$ cat src/rtl/tce_pkg.sv
package tce_pkg;
  typedef enum logic [1:0] {
    UOP_PASS = 2'd0,
    UOP_MOVE = 2'd1,
    UOP_JAL  = 2'd2
  } uop_kind_e;

  localparam int ILEN   = 32;
  localparam int REG_W  = 5;
  localparam int IDX_W  = 5;

  localparam logic [REG_W-1:0] ARG0_REG = 5'd10;
  localparam logic [REG_W-1:0] ARG1_REG = 5'd11;
  localparam logic [REG_W-1:0] LINK_REG = 5'd1;
endpackage

$ cat src/rtl/tce_decode.sv
module tce_decode
  import tce_pkg::*;
#(
  parameter int          XLEN         = 32,
  parameter int          ENTRY_SHIFT  = 2,
  parameter logic [6:0]  TCALL_OPCODE = 7'h0B
) (
  input  logic [ILEN-1:0]  inst_i,
  input  logic [XLEN-1:0]  base_i,
  output logic             is_tcall_o,
  output logic [REG_W-1:0] src_a_o,
  output logic [REG_W-1:0] src_b_o,
  output logic [XLEN-1:0]  target_o
);
  logic [IDX_W-1:0] slot;
  logic [XLEN-1:0]  offset;

  always_comb begin
    is_tcall_o = (inst_i[6:0] == TCALL_OPCODE);
    slot       = inst_i[11:7];
    src_a_o    = inst_i[19:15];
    src_b_o    = inst_i[24:20];
    offset     = XLEN'(slot) << ENTRY_SHIFT;
    target_o   = base_i + offset;
  end
endmodule

$ cat src/rtl/tce_seq.sv
module tce_seq
  import tce_pkg::*;
#(
  parameter int XLEN = 32
) (
  input  logic             clk,
  input  logic             rst,
  input  logic             flush_i,
  input  logic             in_valid_i,
  output logic             in_ready_o,
  input  logic [ILEN-1:0]  inst_i,
  input  logic             is_tcall_i,
  input  logic [REG_W-1:0] src_a_i,
  input  logic [REG_W-1:0] src_b_i,
  input  logic [XLEN-1:0]  target_i,
  output logic             uop_valid_o,
  input  logic             uop_ready_i,
  output uop_kind_e        uop_kind_o,
  output logic [REG_W-1:0] uop_rd_o,
  output logic [REG_W-1:0] uop_rs_o,
  output logic [XLEN-1:0]  uop_target_o,
  output logic [ILEN-1:0]  uop_inst_o
);
  logic             busy;
  logic             at_last;
  logic [REG_W-1:0] held_src_b;
  logic [XLEN-1:0]  held_target;
  logic             slot_free;

  assign slot_free  = !uop_valid_o || uop_ready_i;
  assign in_ready_o = !busy && slot_free;

  always_ff @(posedge clk) begin
    if (rst || flush_i) begin
      busy         <= 1'b0;
      at_last      <= 1'b0;
      held_src_b   <= '0;
      held_target  <= '0;
      uop_valid_o  <= 1'b0;
      uop_kind_o   <= UOP_PASS;
      uop_rd_o     <= '0;
      uop_rs_o     <= '0;
      uop_target_o <= '0;
      uop_inst_o   <= '0;
    end else if (slot_free) begin
      if (busy) begin
        uop_valid_o <= 1'b1;
        uop_kind_o  <= at_last ? UOP_JAL : UOP_MOVE;
        if (!at_last) begin
          uop_rd_o     <= ARG1_REG;
          uop_rs_o     <= held_src_b;
          uop_target_o <= '0;
          at_last      <= 1'b1;
        end else begin
          uop_rd_o     <= LINK_REG;
          uop_rs_o     <= '0;
          uop_target_o <= held_target;
          at_last      <= 1'b0;
          busy         <= 1'b0;
        end
        uop_inst_o <= '0;
      end else if (in_valid_i) begin
        uop_valid_o  <= 1'b1;
        uop_target_o <= '0;
        if (is_tcall_i) begin
          uop_kind_o  <= UOP_MOVE;
          uop_rd_o    <= ARG0_REG;
          uop_rs_o    <= src_a_i;
          uop_inst_o  <= '0;
          held_src_b  <= src_b_i;
          held_target <= target_i;
          busy        <= 1'b1;
          at_last     <= 1'b0;
        end else begin
          uop_kind_o <= UOP_PASS;
          uop_rd_o   <= '0;
          uop_rs_o   <= '0;
          uop_inst_o <= inst_i;
        end
      end else begin
        uop_valid_o <= 1'b0;
      end
    end
  end

  a_r6_hold_stable: assert property (@(posedge clk) disable iff (rst)
    (uop_valid_o && !uop_ready_i && !flush_i) |=>
      (uop_valid_o && $stable(uop_kind_o) && $stable(uop_rd_o) &&
       $stable(uop_rs_o) && $stable(uop_target_o) && $stable(uop_inst_o)));

  a_r7_busy_blocks: assert property (@(posedge clk) disable iff (rst)
    busy |-> !in_ready_o);

  a_r9_flush_clears: assert property (@(posedge clk) disable iff (rst)
    flush_i |=> (!uop_valid_o && in_ready_o));

  a_r3_second_move: assert property (@(posedge clk) disable iff (rst)
    (uop_valid_o && uop_ready_i && !flush_i && uop_kind_o == UOP_MOVE &&
     uop_rd_o == ARG0_REG) |=>
      (uop_valid_o && uop_kind_o == UOP_MOVE && uop_rd_o == ARG1_REG));

  a_r4_link_call: assert property (@(posedge clk) disable iff (rst)
    (uop_valid_o && uop_ready_i && !flush_i && uop_kind_o == UOP_MOVE &&
     uop_rd_o == ARG1_REG) |=>
      (uop_valid_o && uop_kind_o == UOP_JAL && uop_rd_o == LINK_REG));
endmodule

$ cat src/rtl/tce_expander.sv
module tce_expander
  import tce_pkg::*;
#(
  parameter int         XLEN         = 32,
  parameter int         ENTRY_SHIFT  = 2,
  parameter logic [6:0] TCALL_OPCODE = 7'h0B
) (
  input  logic             clk,
  input  logic             rst,
  input  logic             flush_i,
  input  logic             in_valid_i,
  output logic             in_ready_o,
  input  logic [ILEN-1:0]  in_inst_i,
  input  logic [XLEN-1:0]  rtt_base_i,
  output logic             uop_valid_o,
  input  logic             uop_ready_i,
  output logic [1:0]       uop_kind_o,
  output logic [REG_W-1:0] uop_rd_o,
  output logic [REG_W-1:0] uop_rs_o,
  output logic [XLEN-1:0]  uop_target_o,
  output logic [ILEN-1:0]  uop_inst_o
);
  logic             dec_tcall;
  logic [REG_W-1:0] dec_src_a;
  logic [REG_W-1:0] dec_src_b;
  logic [XLEN-1:0]  dec_target;
  uop_kind_e        kind;

  tce_decode #(
    .XLEN(XLEN), .ENTRY_SHIFT(ENTRY_SHIFT), .TCALL_OPCODE(TCALL_OPCODE)
  ) u_decode (
    .inst_i(in_inst_i), .base_i(rtt_base_i), .is_tcall_o(dec_tcall),
    .src_a_o(dec_src_a), .src_b_o(dec_src_b), .target_o(dec_target)
  );

  tce_seq #(.XLEN(XLEN)) u_seq (
    .clk(clk), .rst(rst), .flush_i(flush_i),
    .in_valid_i(in_valid_i), .in_ready_o(in_ready_o),
    .inst_i(in_inst_i), .is_tcall_i(dec_tcall),
    .src_a_i(dec_src_a), .src_b_i(dec_src_b), .target_i(dec_target),
    .uop_valid_o(uop_valid_o), .uop_ready_i(uop_ready_i),
    .uop_kind_o(kind), .uop_rd_o(uop_rd_o), .uop_rs_o(uop_rs_o),
    .uop_target_o(uop_target_o), .uop_inst_o(uop_inst_o)
  );

  assign uop_kind_o = kind;
endmodule

$ cat config.mk
export PLATFORM = sky130hd
export DESIGN_NAME = tce_expander
export DESIGN_NICKNAME = d
export VERILOG_FILES = /design/src/rtl/tce_pkg.sv /design/src/rtl/tce_decode.sv /design/src/rtl/tce_seq.sv /design/src/rtl/tce_expander.sv
export SDC_FILE = /design/constraint.sdc
export NUM_CORES = 1
export LEC_CHECK = 0
export CAP_MARGIN = 30
export CORE_MARGIN = 4
export CORE_UTILIZATION = 43
export DETAILED_ROUTE_END_ITERATION = 8
export GPL_ROUTABILITY_DRIVEN = 0
export PLACE_DENSITY = 0.8
export SLEW_MARGIN = 10
export SYNTH_ARGS = -nofsm -noshare
export SYNTH_HDL_FRONTEND = slang
export SYNTH_HIERARCHICAL = 1
export SYNTH_SLANG_ARGS = --single-unit
$ cat constraint.sdc
create_clock -name clk -period 2.3 [get_ports clk]
set_input_delay 0.345 -clock clk [delete_from_list [all_inputs] [get_ports clk]]
set_output_delay 0.345 -clock clk [all_outputs]
set_load 0.01 [all_outputs]
==> results of run 1 <==
cells by family after synthesis:
| kind of cell | Yosys count |
|---|---|
| DFF | 112 |
| and+or+nand+nor | 213 |
| other | 1 |
| xor gates and xnor gates | 28 |
| adders and majority gates | 6 |
| muxes | 37 |
| AOI/OAI and AO/OA | 129 |
| buffers and inverters | 70 |
cells in the mapped netlist, types with 2 or more instances:
master	count
sky130_fd_sc_hd__a211oi_1	7
sky130_fd_sc_hd__a21oi_1	45
sky130_fd_sc_hd__a22oi_1	3
sky130_fd_sc_hd__a32oi_1	2
sky130_fd_sc_hd__and3_1	2
sky130_fd_sc_hd__and3_2	2
sky130_fd_sc_hd__and4_1	2
sky130_fd_sc_hd__buf_1	3
sky130_fd_sc_hd__buf_12	2
sky130_fd_sc_hd__buf_2	16
sky130_fd_sc_hd__buf_4	17
sky130_fd_sc_hd__buf_6	3
sky130_fd_sc_hd__clkbuf_1	22
sky130_fd_sc_hd__dfxtp_1	112
sky130_fd_sc_hd__ha_1	5
sky130_fd_sc_hd__inv_1	7
sky130_fd_sc_hd__mux2i_1	37
sky130_fd_sc_hd__nand2_1	123
sky130_fd_sc_hd__nand3_1	9
sky130_fd_sc_hd__nand4_1	39
sky130_fd_sc_hd__nor2_1	14
sky130_fd_sc_hd__nor2_4	2
sky130_fd_sc_hd__nor3_1	4
sky130_fd_sc_hd__o21ai_0	24
sky130_fd_sc_hd__o21ai_1	11
sky130_fd_sc_hd__o22ai_1	32
sky130_fd_sc_hd__or2_1	3
sky130_fd_sc_hd__xnor2_1	16
sky130_fd_sc_hd__xor2_1	12
final cells by class:
cell class	count	area, sq um
clock buffer	12	246
clock inverter	4	20.0
fill	966	4540
inverter	7	26.3
multi-input combinational	415	2530
sequential	112	2240
tap	143	179
timing repair buffer	177	1780
sequential cells by signal, indices dropped and copies added (netlist names):
register,flops
u_seq/uop_kind_o,2
u_seq/uop_inst_o,32
u_seq/at_last,1
u_seq/busy,1
u_seq/uop_rs_o,5
u_seq/uop_rd_o,1
u_seq/held_src_b,5
u_seq/held_target,32
u_seq/uop_valid_o,1
u_seq/uop_target_o,32
power groups by stage:
stage / sequential (mW) / combinational (mW) / clock [mW]
2_1_floorplan: 2.03 / 0.244 / 0
3_3_place_gp: 2.02 / 0.497 / 0
3_5_place_dp: 2.02 / 0.508 / 0
4_1_cts: 1.97 / 0.513 / 1.47
5_1_grt: 1.97 / 0.561 / 1.55
6_report: 1.97 / 0.522 / 1.44
metrics by stage:
stage / utilization (%) / instance area (sq um)
after global placement: 57.6 / 6670
after CTS: 60.1 / 6950
after detailed placement: 57.8 / 6680
after global routing: 60.8 / 7030
after floorplan: - / 5140
final: 60.8 / 7030
worst reg2reg max path: stages, from the launching register on:
cell and delay [ps]:
sky130_fd_sc_hd__dfxtp_1 470, sky130_fd_sc_hd__nor2_2 530, sky130_fd_sc_hd__buf_8 250, sky130_fd_sc_hd__nand4_1 120, sky130_fd_sc_hd__a21oi_1 190
layer usage:
metal | vias up | GRT usage, % | share of wire (%)
met5 | - | 0 | 0
met4 | 0 | 7.11 | 2.1
met3 | 24 | 5.30 | 6.3
met2 | 164 | 35.0 | 49
met1 | 2290 | 26.5 | 42
li1 | 2323 | - | -
timing repair:
action / in CTS / in global routing
gates resized for setup: 1 / 7
pin swaps: 0 / 3
setup endpoints to repair: 6 / 35
setup buffers: 0 / 1
gates cloned: 0 / 1
worst max path at each step:
| stage | start | to | slack (ps) |
|---|---|---|---|
| 2_1_floorplan | in_inst_i[5] | u_seq/held_target[16] | 140 |
| 3_5_place_dp | in_inst_i[5] | u_seq/held_target[21] | -400 |
| 6_report | in_inst_i[7] | u_seq/held_target[26] | 70 |
| 5_1_grt | in_inst_i[7] | u_seq/held_target[26] | -30 |
| 4_1_cts | in_inst_i[5] | u_seq/held_target[21] | 70 |
| 3_3_place_gp | in_inst_i[5] | u_seq/held_target[19] | -340 |
==> out/metrics.json, run 1 <==
{
  "report.final.setup_viol": {"value": 0},
  "outcome": {"value": "completed"},
  "total_leakage_power": {"value": 2.41, "unit": "nW"},
  "postRouteWirelength": {"value": 14600, "unit": "um"},
  "finalClockSkew": {"value": 6.42, "unit": "ps"},
  "postSynthRegisterBits": {"value": 112},
  "layout_cells_sized_above_1": {"value": 9.22, "unit": "%"},
  "place.port_buffers": {"value": 144},
  "cts_hold_repair.buffers": {"value": 0},
  "cp.required": {"value": 2580, "unit": "ps"},
  "cts.sinks": {"value": 112},
  "powerDensity": {"value": 561, "unit": "nW/um^2"},
  "final_critical_path_setup_slack": {"value": 70.6, "unit": "ps"},
  "critical_path.endpoint_type": {"value": "flop"},
  "die-width": {"value": 117, "unit": "um"},
  "initialDrtViolationCount": {"value": 361},
  "synth-edff-count": {"value": 0},
  "floorplan.initialDensity": {"value": 44.4, "unit": "%"},
  "layout.cells.most_common_list": {"value": "144 x sky130_fd_sc_hd__clkdlybuf4s50_1, 122 x sky130_fd_sc_hd__nand2_1, 112 x sky130_fd_sc_hd__dfxtp_1"},
  "worstMarginPinSlew": {"value": 557, "unit": "ps"},
  "finalCriticalPeriod": {"value": 2230, "unit": "ps"},
  "critical_path_arrival": {"value": 2510, "unit": "ps"},
  "vias_in_the_first_global_route": {"value": 4713},
  "largest_net_degree_at_the_start_of_global_routing": {"value": 108},
  "htree_levels": {"value": 3},
  "clock_tree_from_tritoncts": {"value": "yes"},
  "whs_endpoint": {"value": "u_seq/uop_target_o[21]"},
  "antenna-diode-count": {"value": 0},
  "synthMuxAreaShare": {"value": 7.21, "unit": "%"},
  "floorplan.core_area": {"value": 11600, "unit": "sq um"},
  "peakVddDrop": {"value": 0.425, "unit": "mV"},
  "top_flip_flop_cell_by_instance_count_after_synthesis": {"value": "sky130_fd_sc_hd__dfxtp_1"},
  "area_growth_syn_to_fin": {"value": 36.8, "unit": "%"},
  "layout_worst_path_cycle_share": {"value": 96.9, "unit": "%"},
  "worst_r2r_endpoint": {"value": "u_seq/uop_inst_o[15]"},
  "min_delay_path_depth": {"value": 2},
  "synth_seq_area_share": {"value": 43.7, "unit": "%"},
  "power_frac_comb": {"value": 13.3, "unit": "%"},
  "hold_class": {"value": "reg2reg"},
  "relative_contribution_of_the_clock_network_to_total_power": {"value": 36.6, "unit": "%"},
  "grt_first_pass_wirelength": {"value": 22900, "unit": "um"},
  "p_sw_share": {"value": 24.3, "unit": "%"},
  "grt_overflow": {"value": 0},
  "synth-compound-area-share": {"value": 14.7, "unit": "%"},
  "dr.pass1.iters": {"value": 5},
  "p_int": {"value": 2.98, "unit": "mW"},
  "clk_path_buf_depth": {"value": 2},
  "crit_path_max_incr_delay": {"value": 520, "unit": "ps"},
  "crit_path_cell_trace": {"value": "clkdlybuf4s50_1 > ha_1 > fa_1 > a21oi_2 > buf_4 > o22ai_4 > nand4_4 > nor3_4 > xor2_1 > nand2_1 > mux2i_1"},
  "grt_antenna_before_repair": {"value": 0},
  "startpoint_type": {"value": "primary input"},
  "post-route-drc-count": {"value": 0},
  "cpLargestDelayFamily": {"value": "buffers and inverters"},
  "adder_cell_share_of_the_synthesized_area": {"value": 1.61, "unit": "%"},
  "finish.net_count": {"value": 797},
  "dr_total_vias": {"value": 4801},
  "avgViaCountPerCell": {"value": 5.52},
  "worst_r2r_path_depth": {"value": 4},
  "cap_violations": {"value": 0},
  "timing.rr.start": {"value": "u_seq/busy"},
  "launch_point_of_the_worst_hold_path": {"value": "u_seq/uop_target_o[21]"},
  "worst_slew_margin_rel": {"value": 62.8, "unit": "%"},
  "critical_path.max_fanout": {"value": 6},
  "setup_total_negative_slack": {"value": 0, "unit": "ps"},
  "hpwlAfterDp": {"value": 10200, "unit": "um"},
  "clkSlewWorstSetupHoldPaths": {"value": 70, "unit": "ps"},
  "synth.lib_cells_used.distinct": {"value": 49},
  "synthesis.area": {"value": 5130, "unit": "sq um"},
  "mostFrequentLayoutCell": {"value": "sky130_fd_sc_hd__clkdlybuf4s50_1"},
  "dieHeight": {"value": 117, "unit": "um"},
  "root_buf_cell": {"value": "sky130_fd_sc_hd__clkbuf_16"},
  "global_route.usage.total": {"value": 21.0, "unit": "%"},
  "placement_rows": {"value": 39},
  "timing.reg2reg.setup_slack": {"value": 660, "unit": "ps"},
  "timing.critical_path.slowest_stage_cell": {"value": "sky130_fd_sc_hd__clkdlybuf4s50_1"},
  "io_pins": {"value": 147},
  "synth_cells": {"value": 596},
  "netlist.area_leader.share": {"value": 43.7, "unit": "%"},
  "fin_cells": {"value": 870},
  "final_power": {"value": 3.94, "unit": "mW"},
  "cts-buffers-inserted": {"value": 9},
  "clock_insertion_delay_worst_skew": {"value": 350, "unit": "ps"},
  "total_stage_count_of_the_critical_path": {"value": 11},
  "synth_area_leaders": {"value": "sky130_fd_sc_hd__dfxtp_1 44%, sky130_fd_sc_hd__nand2_1 9.0%, sky130_fd_sc_hd__mux2i_1 7.2%"},
  "achievable-frequency": {"value": 449, "unit": "MHz"},
  "preCtsSetupSlack": {"value": -397, "unit": "ps"},
  "hold_slack": {"value": 467, "unit": "ps"},
  "average_wire_length_per_cell_after_detail_routing": {"value": 16.8, "unit": "um"},
  "synth_xor_area_share": {"value": 4.78, "unit": "%"},
  "crit_buf_inv": {"value": 2},
  "syn_avg_cell_area": {"value": 8.62, "unit": "sq um"},
  "die_area": {"value": 13800, "unit": "sq um"},
  "total_switching_power": {"value": 0.957, "unit": "mW"},
  "synthSimpleGateAreaFrac": {"value": 20.2, "unit": "%"},
  "ant_nets": {"value": 0},
  "placed_cells": {"value": 852},
  "async_flop_share": {"value": 0, "unit": "%"},
  "hold_viol": {"value": 0},
  "synth_top_family_by_area": {"value": "simple AND/OR/NAND/NOR gates"},
  "ys_warn_count": {"value": 6},
  "sequentialPowerShare": {"value": 50.1, "unit": "%"},
  "synth_area_leader_cell": {"value": "sky130_fd_sc_hd__dfxtp_1"},
  "final_max_slew_viol_count": {"value": 0},
  "critPathKind": {"value": "in2reg"}
}
(Power assumes the default switching activity.)
==> inputs of run 2 (changes only) <==
--- a/config.mk
+++ b/config.mk
@@ -6,13 +6,13 @@
 export NUM_CORES = 1
 export LEC_CHECK = 0
 export CAP_MARGIN = 30
-export CORE_MARGIN = 4
-export CORE_UTILIZATION = 43
+export CORE_MARGIN = 5
+export CORE_UTILIZATION = 56
 export DETAILED_ROUTE_END_ITERATION = 8
+export DONT_BUFFER_PORTS = 1
 export GPL_ROUTABILITY_DRIVEN = 0
-export PLACE_DENSITY = 0.8
+export PLACE_DENSITY = 0.78
 export SLEW_MARGIN = 10
 export SYNTH_ARGS = -nofsm -noshare
 export SYNTH_HDL_FRONTEND = slang
-export SYNTH_HIERARCHICAL = 1
 export SYNTH_SLANG_ARGS = --single-unit
==> out/metrics.json, run 2 <==
{
  "place.port_buffers": {"value": 0},
  "fill_cells": {"value": 743},
  "final_max_slew_viol_count": {"value": 0},
  "achievable-frequency": {"value": 552, "unit": "MHz"},
  "avgViaCountPerCell": {"value": 5.88},
  "hold_class": {"value": "in2reg"},
  "post-route-drc-count": {"value": 0},
  "synth_cells": {"value": 544},
  "worst_r2r_path_depth": {"value": 6},
  "hold_slack": {"value": 112, "unit": "ps"},
  "grt_antenna_before_repair": {"value": 1},
  "syn_avg_cell_area": {"value": 8.44, "unit": "sq um"},
  "worst_r2r_endpoint": {"value": "u_seq.held_target[15]"},
  "timing.reg2reg.setup_slack": {"value": 490, "unit": "ps"},
  "die_area": {"value": 10100, "unit": "sq um"},
  "dr.pass1.iters": {"value": 4},
  "cts_resized": {"value": 0},
  "report.final.setup_viol": {"value": 0},
  "clock_insertion_delay_worst_skew": {"value": 350, "unit": "ps"},
  "multi_input_comb_area": {"value": 2130, "unit": "sq um"},
  "postSynthRegisterBits": {"value": 112},
  "ant_nets": {"value": 0},
  "io_pins": {"value": 147},
  "cpLargestDelayFamily": {"value": "simple AND/OR/NAND/NOR gates"},
  "area_growth_syn_to_fin": {"value": 5.78, "unit": "%"},
  "total_leakage_power": {"value": 1.64, "unit": "nW"},
  "final_power": {"value": 3.27, "unit": "mW"},
  "crit_buf_inv": {"value": 1},
  "cts_hold_repair.buffers": {"value": 0},
  "critPathKind": {"value": "reg2reg"},
  "worst_slew_margin_rel": {"value": 56.7, "unit": "%"},
  "seqCellArea": {"value": 2240, "unit": "sq um"},
  "worstMarginPinSlew": {"value": 645, "unit": "ps"},
  "crit_path_cell_trace": {"value": "nor2b_1 > nor3b_1 > and2_2 > buf_12 > o21ai_0 > nor3_1"},
  "critical_path.max_fanout": {"value": 49},
  "layout_worst_path_cycle_share": {"value": 78.8, "unit": "%"},
  "cp.required": {"value": 2570, "unit": "ps"},
  "grt_setup_unrepaired": {"value": "false"},
  "synth.lib_cells_used.distinct": {"value": 42},
  "grt_overflow": {"value": 0},
  "synth_most_common_cell": {"value": "sky130_fd_sc_hd__dfxtp_1"},
  "clock_tree_from_tritoncts": {"value": "yes"},
  "launch_point_of_the_worst_hold_path": {"value": "rtt_base_i[1]"},
  "synth_area_leader_cell": {"value": "sky130_fd_sc_hd__dfxtp_1"},
  "initialDrtViolationCount": {"value": 143},
  "timing.critical_path.slowest_stage_cell": {"value": "sky130_fd_sc_hd__dfxtp_1"},
  "floorplan.initialDensity": {"value": 56.7, "unit": "%"},
  "finalCriticalPeriod": {"value": 1810, "unit": "ps"},
  "mostFrequentLayoutCell": {"value": "sky130_fd_sc_hd__dfxtp_1"},
  "largest_net_degree_at_the_start_of_global_routing": {"value": 50},
  "crit_path_max_incr_delay": {"value": 380, "unit": "ps"},
  "ys_warn_count": {"value": 0},
  "hold_viol": {"value": 0},
  "final_critical_path_setup_slack": {"value": 487, "unit": "ps"},
  "async_flop_share": {"value": 0, "unit": "%"},
  "clk_path_buf_depth": {"value": 2},
  "postRouteWirelength": {"value": 10900, "unit": "um"},
  "startpoint_type": {"value": "flop"},
  "fin_cells": {"value": 637},
  "powerDensity": {"value": 673, "unit": "nW/um^2"},
  "netlist.area_leader.share": {"value": 48.9, "unit": "%"},
  "setup_total_negative_slack": {"value": 0, "unit": "ps"},
  "whs_endpoint": {"value": "u_seq.held_target[1]"},
  "post-cts-setup-buffers": {"value": 0},
  "vias_in_the_first_global_route": {"value": 3622},
  "layout_cells_sized_above_1": {"value": 7.16, "unit": "%"},
  "finalClockSkew": {"value": 10.5, "unit": "ps"},
  "synthesis.area": {"value": 4590, "unit": "sq um"},
  "dr_total_vias": {"value": 3745},
  "die-width": {"value": 101, "unit": "um"},
  "synth-edff-count": {"value": 0},
  "global_route.usage.total": {"value": 21.0, "unit": "%"},
  "floorplan.core_area": {"value": 8090, "unit": "sq um"},
  "min_delay_path_depth": {"value": 2},
  "top_flip_flop_cell_by_instance_count_after_synthesis": {"value": "sky130_fd_sc_hd__dfxtp_1"},
  "cts.sinks": {"value": 112},
  "layout.cells.most_common_list": {"value": "112 x sky130_fd_sc_hd__dfxtp_1, 94 x sky130_fd_sc_hd__nand2_1, 74 x sky130_fd_sc_hd__a21oi_1"},
  "finish.net_count": {"value": 601},
  "hpwlAfterDp": {"value": 7930, "unit": "um"},
  "dieHeight": {"value": 101, "unit": "um"},
  "critical_path_arrival": {"value": 2090, "unit": "ps"},
  "average_wire_length_per_cell_after_detail_routing": {"value": 17.1, "unit": "um"},
  "clkSlewWorstSetupHoldPaths": {"value": 100, "unit": "ps"},
  "critical_path.endpoint_type": {"value": "flop"},
  "peakVddDrop": {"value": 0.294, "unit": "mV"},
  "timing.rr.start": {"value": "u_seq.uop_valid_o"},
  "outcome": {"value": "completed"},
  "cts-buffers-inserted": {"value": 9},
  "cap_violations": {"value": 0},
  "root_buf_cell": {"value": "sky130_fd_sc_hd__clkbuf_8"},
  "synth_area_leaders": {"value": "sky130_fd_sc_hd__dfxtp_1 49%, sky130_fd_sc_hd__a21oi_1 8.1%, sky130_fd_sc_hd__nand2_1 7.7%"},
  "largestRegisters": {"value": "u_seq.held_target (32), u_seq.uop_inst_o (32), u_seq.uop_target_o (32)"},
  "ranking_of_synthesized_cells_by_instance_count": {"value": "112 x sky130_fd_sc_hd__dfxtp_1, 94 x sky130_fd_sc_hd__nand2_1, 74 x sky130_fd_sc_hd__a21oi_1, 49 x sky130_fd_sc_hd__nor2_1, 41 x sky130_fd_sc_hd__a22oi_1"},
  "synth_seq_area_share": {"value": 48.9, "unit": "%"},
  "placed_cells": {"value": 619},
  "grt_first_pass_wirelength": {"value": 17200, "unit": "um"},
  "preCtsSetupSlack": {"value": 300, "unit": "ps"},
  "placement_rows": {"value": 33},
  "htree_levels": {"value": 3}
}
## run 2: metrics by stage
| stage | instance area (sq um) | utilization [%] |
|---|---|---|
| after floorplan | 4590 | - |
| after global placement | 4640 | 57.3 |
| after detailed placement | 4660 | 57.5 |
| after CTS | 4830 | 59.7 |
| after global routing | 4850 | 60.0 |
| final | 4850 | 60.0 |
## run 2: report_power, final
group | total [mW] | internal [mW] | switching (mW)
Sequential | 1.98 | 1.96 | 0.0235
Combinational | 0.230 | 0.0795 | 0.150
Clock | 1.06 | 0.428 | 0.628
## run 2: worst max-delay path by stage
| stage | start | to | slack, ps | cells past startpoint |
|---|---|---|---|---|
| 2_1_floorplan | in_inst_i[7] | u_seq.held_target[12] | 410 | 8 |
| 3_3_place_gp | in_inst_i[8] | u_seq.held_target[23] | 340 | 6 |
| 3_5_place_dp | in_inst_i[7] | u_seq.held_target[12] | 300 | 8 |
| 4_1_cts | u_seq.busy | u_seq.uop_target_o[16] | 430 | 4 |
| 5_1_grt | u_seq.uop_valid_o | u_seq.held_target[15] | 300 | 6 |
| 6_report | u_seq.uop_valid_o | u_seq.held_target[15] | 490 | 6 |
## run 2: cell families (layout without fill, tap and decap cells)
family | count (synthesis) | after routing | synth area share, %
AOI/OAI and AO/OA | 164 | 164 | 21.0
xor gates and xnor gates | 24 | 24 | 4.58
other | 1 | 3 | 0.0817
adders and majority gates | 6 | 6 | 1.80
and+or+nand+nor | 188 | 188 | 18.5
buffers and inverters | 49 | 35 | 5.21
DFF | 112 | 112 | 48.9
## run 2: metal layers
layer	GRT usage (%)	vias up	share of wire [%]	wire [um]
met5	0	-	0	0
met3	7.61	19	12	1280
met1	24.7	1712	39	4240
met4	8.39	0	1.7	191
li1	-	1860	-	-
met2	34.9	154	48	5200
## run 2: area by class of cell
type	count	share of cell area (%)
clock buffers	12	2.99
flip-flops and latches	112	46.2
well taps	105	2.71
diodes	1	0.0515
clock inverters	4	0.619
repair buffers	14	3.20
inverters	5	0.387
multi-input cells	384	43.9
==> inputs of run 3 (changes only) <==
==> constraint.sdc (replaced) <==
create_clock -name clk -period 1.5 [get_ports clk]
set_input_delay 0.225 -clock clk [delete_from_list [all_inputs] [get_ports clk]]
set_output_delay 0.225 -clock clk [all_outputs]
set_load 0.01 [all_outputs]
==> out/metrics.json, run 3 (synthesis gave the netlist of run 2 again) <==
{
  "startpoint_type": {"value": "flop"},
  "hold_class": {"value": "in2reg"},
  "timing.reg2reg.setup_slack": {"value": 30, "unit": "ps"},
  "dr_total_vias": {"value": 4159},
  "layout.cells.most_common_list": {"value": "110 x sky130_fd_sc_hd__dfxtp_1, 94 x sky130_fd_sc_hd__nand2_1, 71 x sky130_fd_sc_hd__a21oi_1"},
  "hpwlAfterDp": {"value": 8650, "unit": "um"},
  "critical_path.endpoint_type": {"value": "flop"},
  "critical_path_arrival": {"value": 1720, "unit": "ps"},
  "timing.rr.start": {"value": "u_seq.uop_valid_o"},
  "clock_insertion_delay_worst_skew": {"value": 370, "unit": "ps"},
  "postPlaceCellArea": {"value": 4970, "unit": "sq um"},
  "postRouteWirelength": {"value": 12700, "unit": "um"},
  "clock_tree_from_tritoncts": {"value": "yes"},
  "die-width": {"value": 101, "unit": "um"},
  "peakVddDrop": {"value": 0.438, "unit": "mV"},
  "outcome": {"value": "completed"},
  "fill_cells": {"value": 651},
  "largest_net_degree_at_the_start_of_global_routing": {"value": 44},
  "fin_cells": {"value": 701},
  "floorplan.core_area": {"value": 8090, "unit": "sq um"},
  "average_wire_length_per_cell_after_detail_routing": {"value": 18.2, "unit": "um"},
  "initialDrtViolationCount": {"value": 219},
  "crit_path_max_incr_delay": {"value": 340, "unit": "ps"},
  "grt_first_pass_wirelength": {"value": 19400, "unit": "um"},
  "clkSlewWorstSetupHoldPaths": {"value": 100, "unit": "ps"},
  "floorplan.initialDensity": {"value": 56.7, "unit": "%"},
  "cts.sinks": {"value": 112},
  "grt_setup_unrepaired": {"value": "true"},
  "cp.required": {"value": 1750, "unit": "ps"},
  "dr.pass1.iters": {"value": 5},
  "cap_violations": {"value": 0},
  "finalClockSkew": {"value": 10.3, "unit": "ps"},
  "crit_buf_inv": {"value": 2},
  "global_route.usage.total": {"value": 24.1, "unit": "%"},
  "layout_cells_sized_above_1": {"value": 13.8, "unit": "%"},
  "htree_levels": {"value": 3},
  "avgViaCountPerCell": {"value": 5.93},
  "root_buf_cell": {"value": "sky130_fd_sc_hd__clkbuf_8"},
  "cts-buffers-inserted": {"value": 9},
  "finish.net_count": {"value": 666},
  "critPathKind": {"value": "reg2reg"},
  "layout_worst_path_cycle_share": {"value": 97.8, "unit": "%"},
  "grt_overflow": {"value": 0},
  "dieHeight": {"value": 101, "unit": "um"},
  "critical_path.startpoint": {"value": "u_seq.uop_valid_o"},
  "placement_rows": {"value": 33},
  "layout.cell_area.non_filler": {"value": 5620, "unit": "sq um"},
  "placed_cells": {"value": 644},
  "clk_path_buf_depth": {"value": 2},
  "area_growth_syn_to_fin": {"value": 22.4, "unit": "%"},
  "place.port_buffers": {"value": 0},
  "vias_in_the_first_global_route": {"value": 3998},
  "ant_nets": {"value": 0},
  "die_area": {"value": 10100, "unit": "sq um"},
  "report.final.setup_viol": {"value": 0},
  "critical_path.max_fanout": {"value": 14},
  "crit_path_cell_trace": {"value": "nor2b_4 > nor3b_4 > and2_4 > buf_4 > clkbuf_16 > a31oi_1"},
  "achievable-frequency": {"value": 682, "unit": "MHz"},
  "hold_viol": {"value": 0},
  "finalCriticalPeriod": {"value": 1470, "unit": "ps"},
  "largestRegisters": {"value": "u_seq.held_target (32), u_seq.uop_inst_o (32), u_seq.uop_target_o (32)"},
  "total_leakage_power": {"value": 1.99, "unit": "nW"},
  "timing.critical_path.slowest_stage_cell": {"value": "sky130_fd_sc_hd__dfxtp_2"},
  "final_max_slew_viol_count": {"value": 0},
  "cpLargestDelayFamily": {"value": "simple AND/OR/NAND/NOR gates"},
  "io_pins": {"value": 147},
  "post-route-drc-count": {"value": 0},
  "powerDensity": {"value": 921, "unit": "nW/um^2"},
  "launch_point_of_the_worst_hold_path": {"value": "in_inst_i[19]"},
  "grt_antenna_before_repair": {"value": 0},
  "mostFrequentLayoutCell": {"value": "sky130_fd_sc_hd__dfxtp_1"},
  "antenna-diode-count": {"value": 0}
}
==> run 3: changes by cell type in the layout (fill, tap and decap cells not counted), sizes merged <==
cell and change:
dlygate4sd3 +34, buf +29, clkbuf +2, clkinv -1
diode -1, inv +1
==> run 3: routing by layer <==
layer  share of wire, %  vias to the layer above  global-route usage (%)
li1                   -                     1969                       -
met1                 38                     1959                    27.5
met5                  0                        -                       0
met4                2.2                        0                    9.22
met3                 11                       30                    9.13
met2                 49                      201                    41.0
==> run 3: final cells by class <==
| class | instances | area (sq um) | share of cell area (%) |
|---|---|---|---|
| clock buffers | 12 | 135 | 2.40 |
| clock inverters | 4 | 30.0 | 0.534 |
| well taps | 105 | 131 | 2.34 |
| inverters | 5 | 18.8 | 0.334 |
| flip-flops and latches | 112 | 2240 | 39.9 |
| repair buffers | 79 | 853 | 15.2 |
| multi-input cells | 384 | 2210 | 39.3 |
==> run 3: power by group <==
| group | internal (mW) | leakage [nW] | switching (mW) |
|---|---|---|---|
| Combinational | 0.240 | 0.999 | 0.284 |
| Clock | 0.614 | 0.0810 | 1.00 |
| Sequential | 3.00 | 0.906 | 0.0355 |
| Total | 3.86 | 1.99 | 1.32 |
==> run 3: stage by stage <==
stage               power [mW]  worst slack [ps]  hold WS (ps)  setup TNS (ps)  util [%]
CTS                       5.19              17.3          3.25               0      67.7
floorplan                 3.39              -108           350           -4220         -
global placement          3.52              -236           356          -10130      61.4
detailed placement        3.53              -280           363          -12790      61.4
global route              5.39             -31.7         0.202           -99.5      69.4
finish                    5.18              32.9          7.90               0      69.4
==> run 3: final timing paths <==
path,cells past startpoint,endpoint
max reg2reg,6,u_seq.held_target[29]
min,2,u_seq.uop_rs_o[4]
max,6,u_seq.held_target[29]
min reg2reg,2,u_seq.held_src_b[0]
==> run 3: timing repair <==
action / 4_1_cts / 5_1_grt
gates resized for setup: 1 / 18
setup buffers: 0 / 5
endpoints found under the setup margin: 1 / 69
cloned: 0 / 2
hold buffers: 34 / 0
endpoints found under the hold margin: 43 / 0
pin swaps: 0 / 3
==> run 3: worst reg2reg max path, delay by kind of cell (launching register included) <==
kind                   cells  cell delay, ps
AND/OR/NAND/NOR            3             630
flip-flops                 1             340
buffers and inverters      2             300
AO/OA/AOI/OAI              1              90
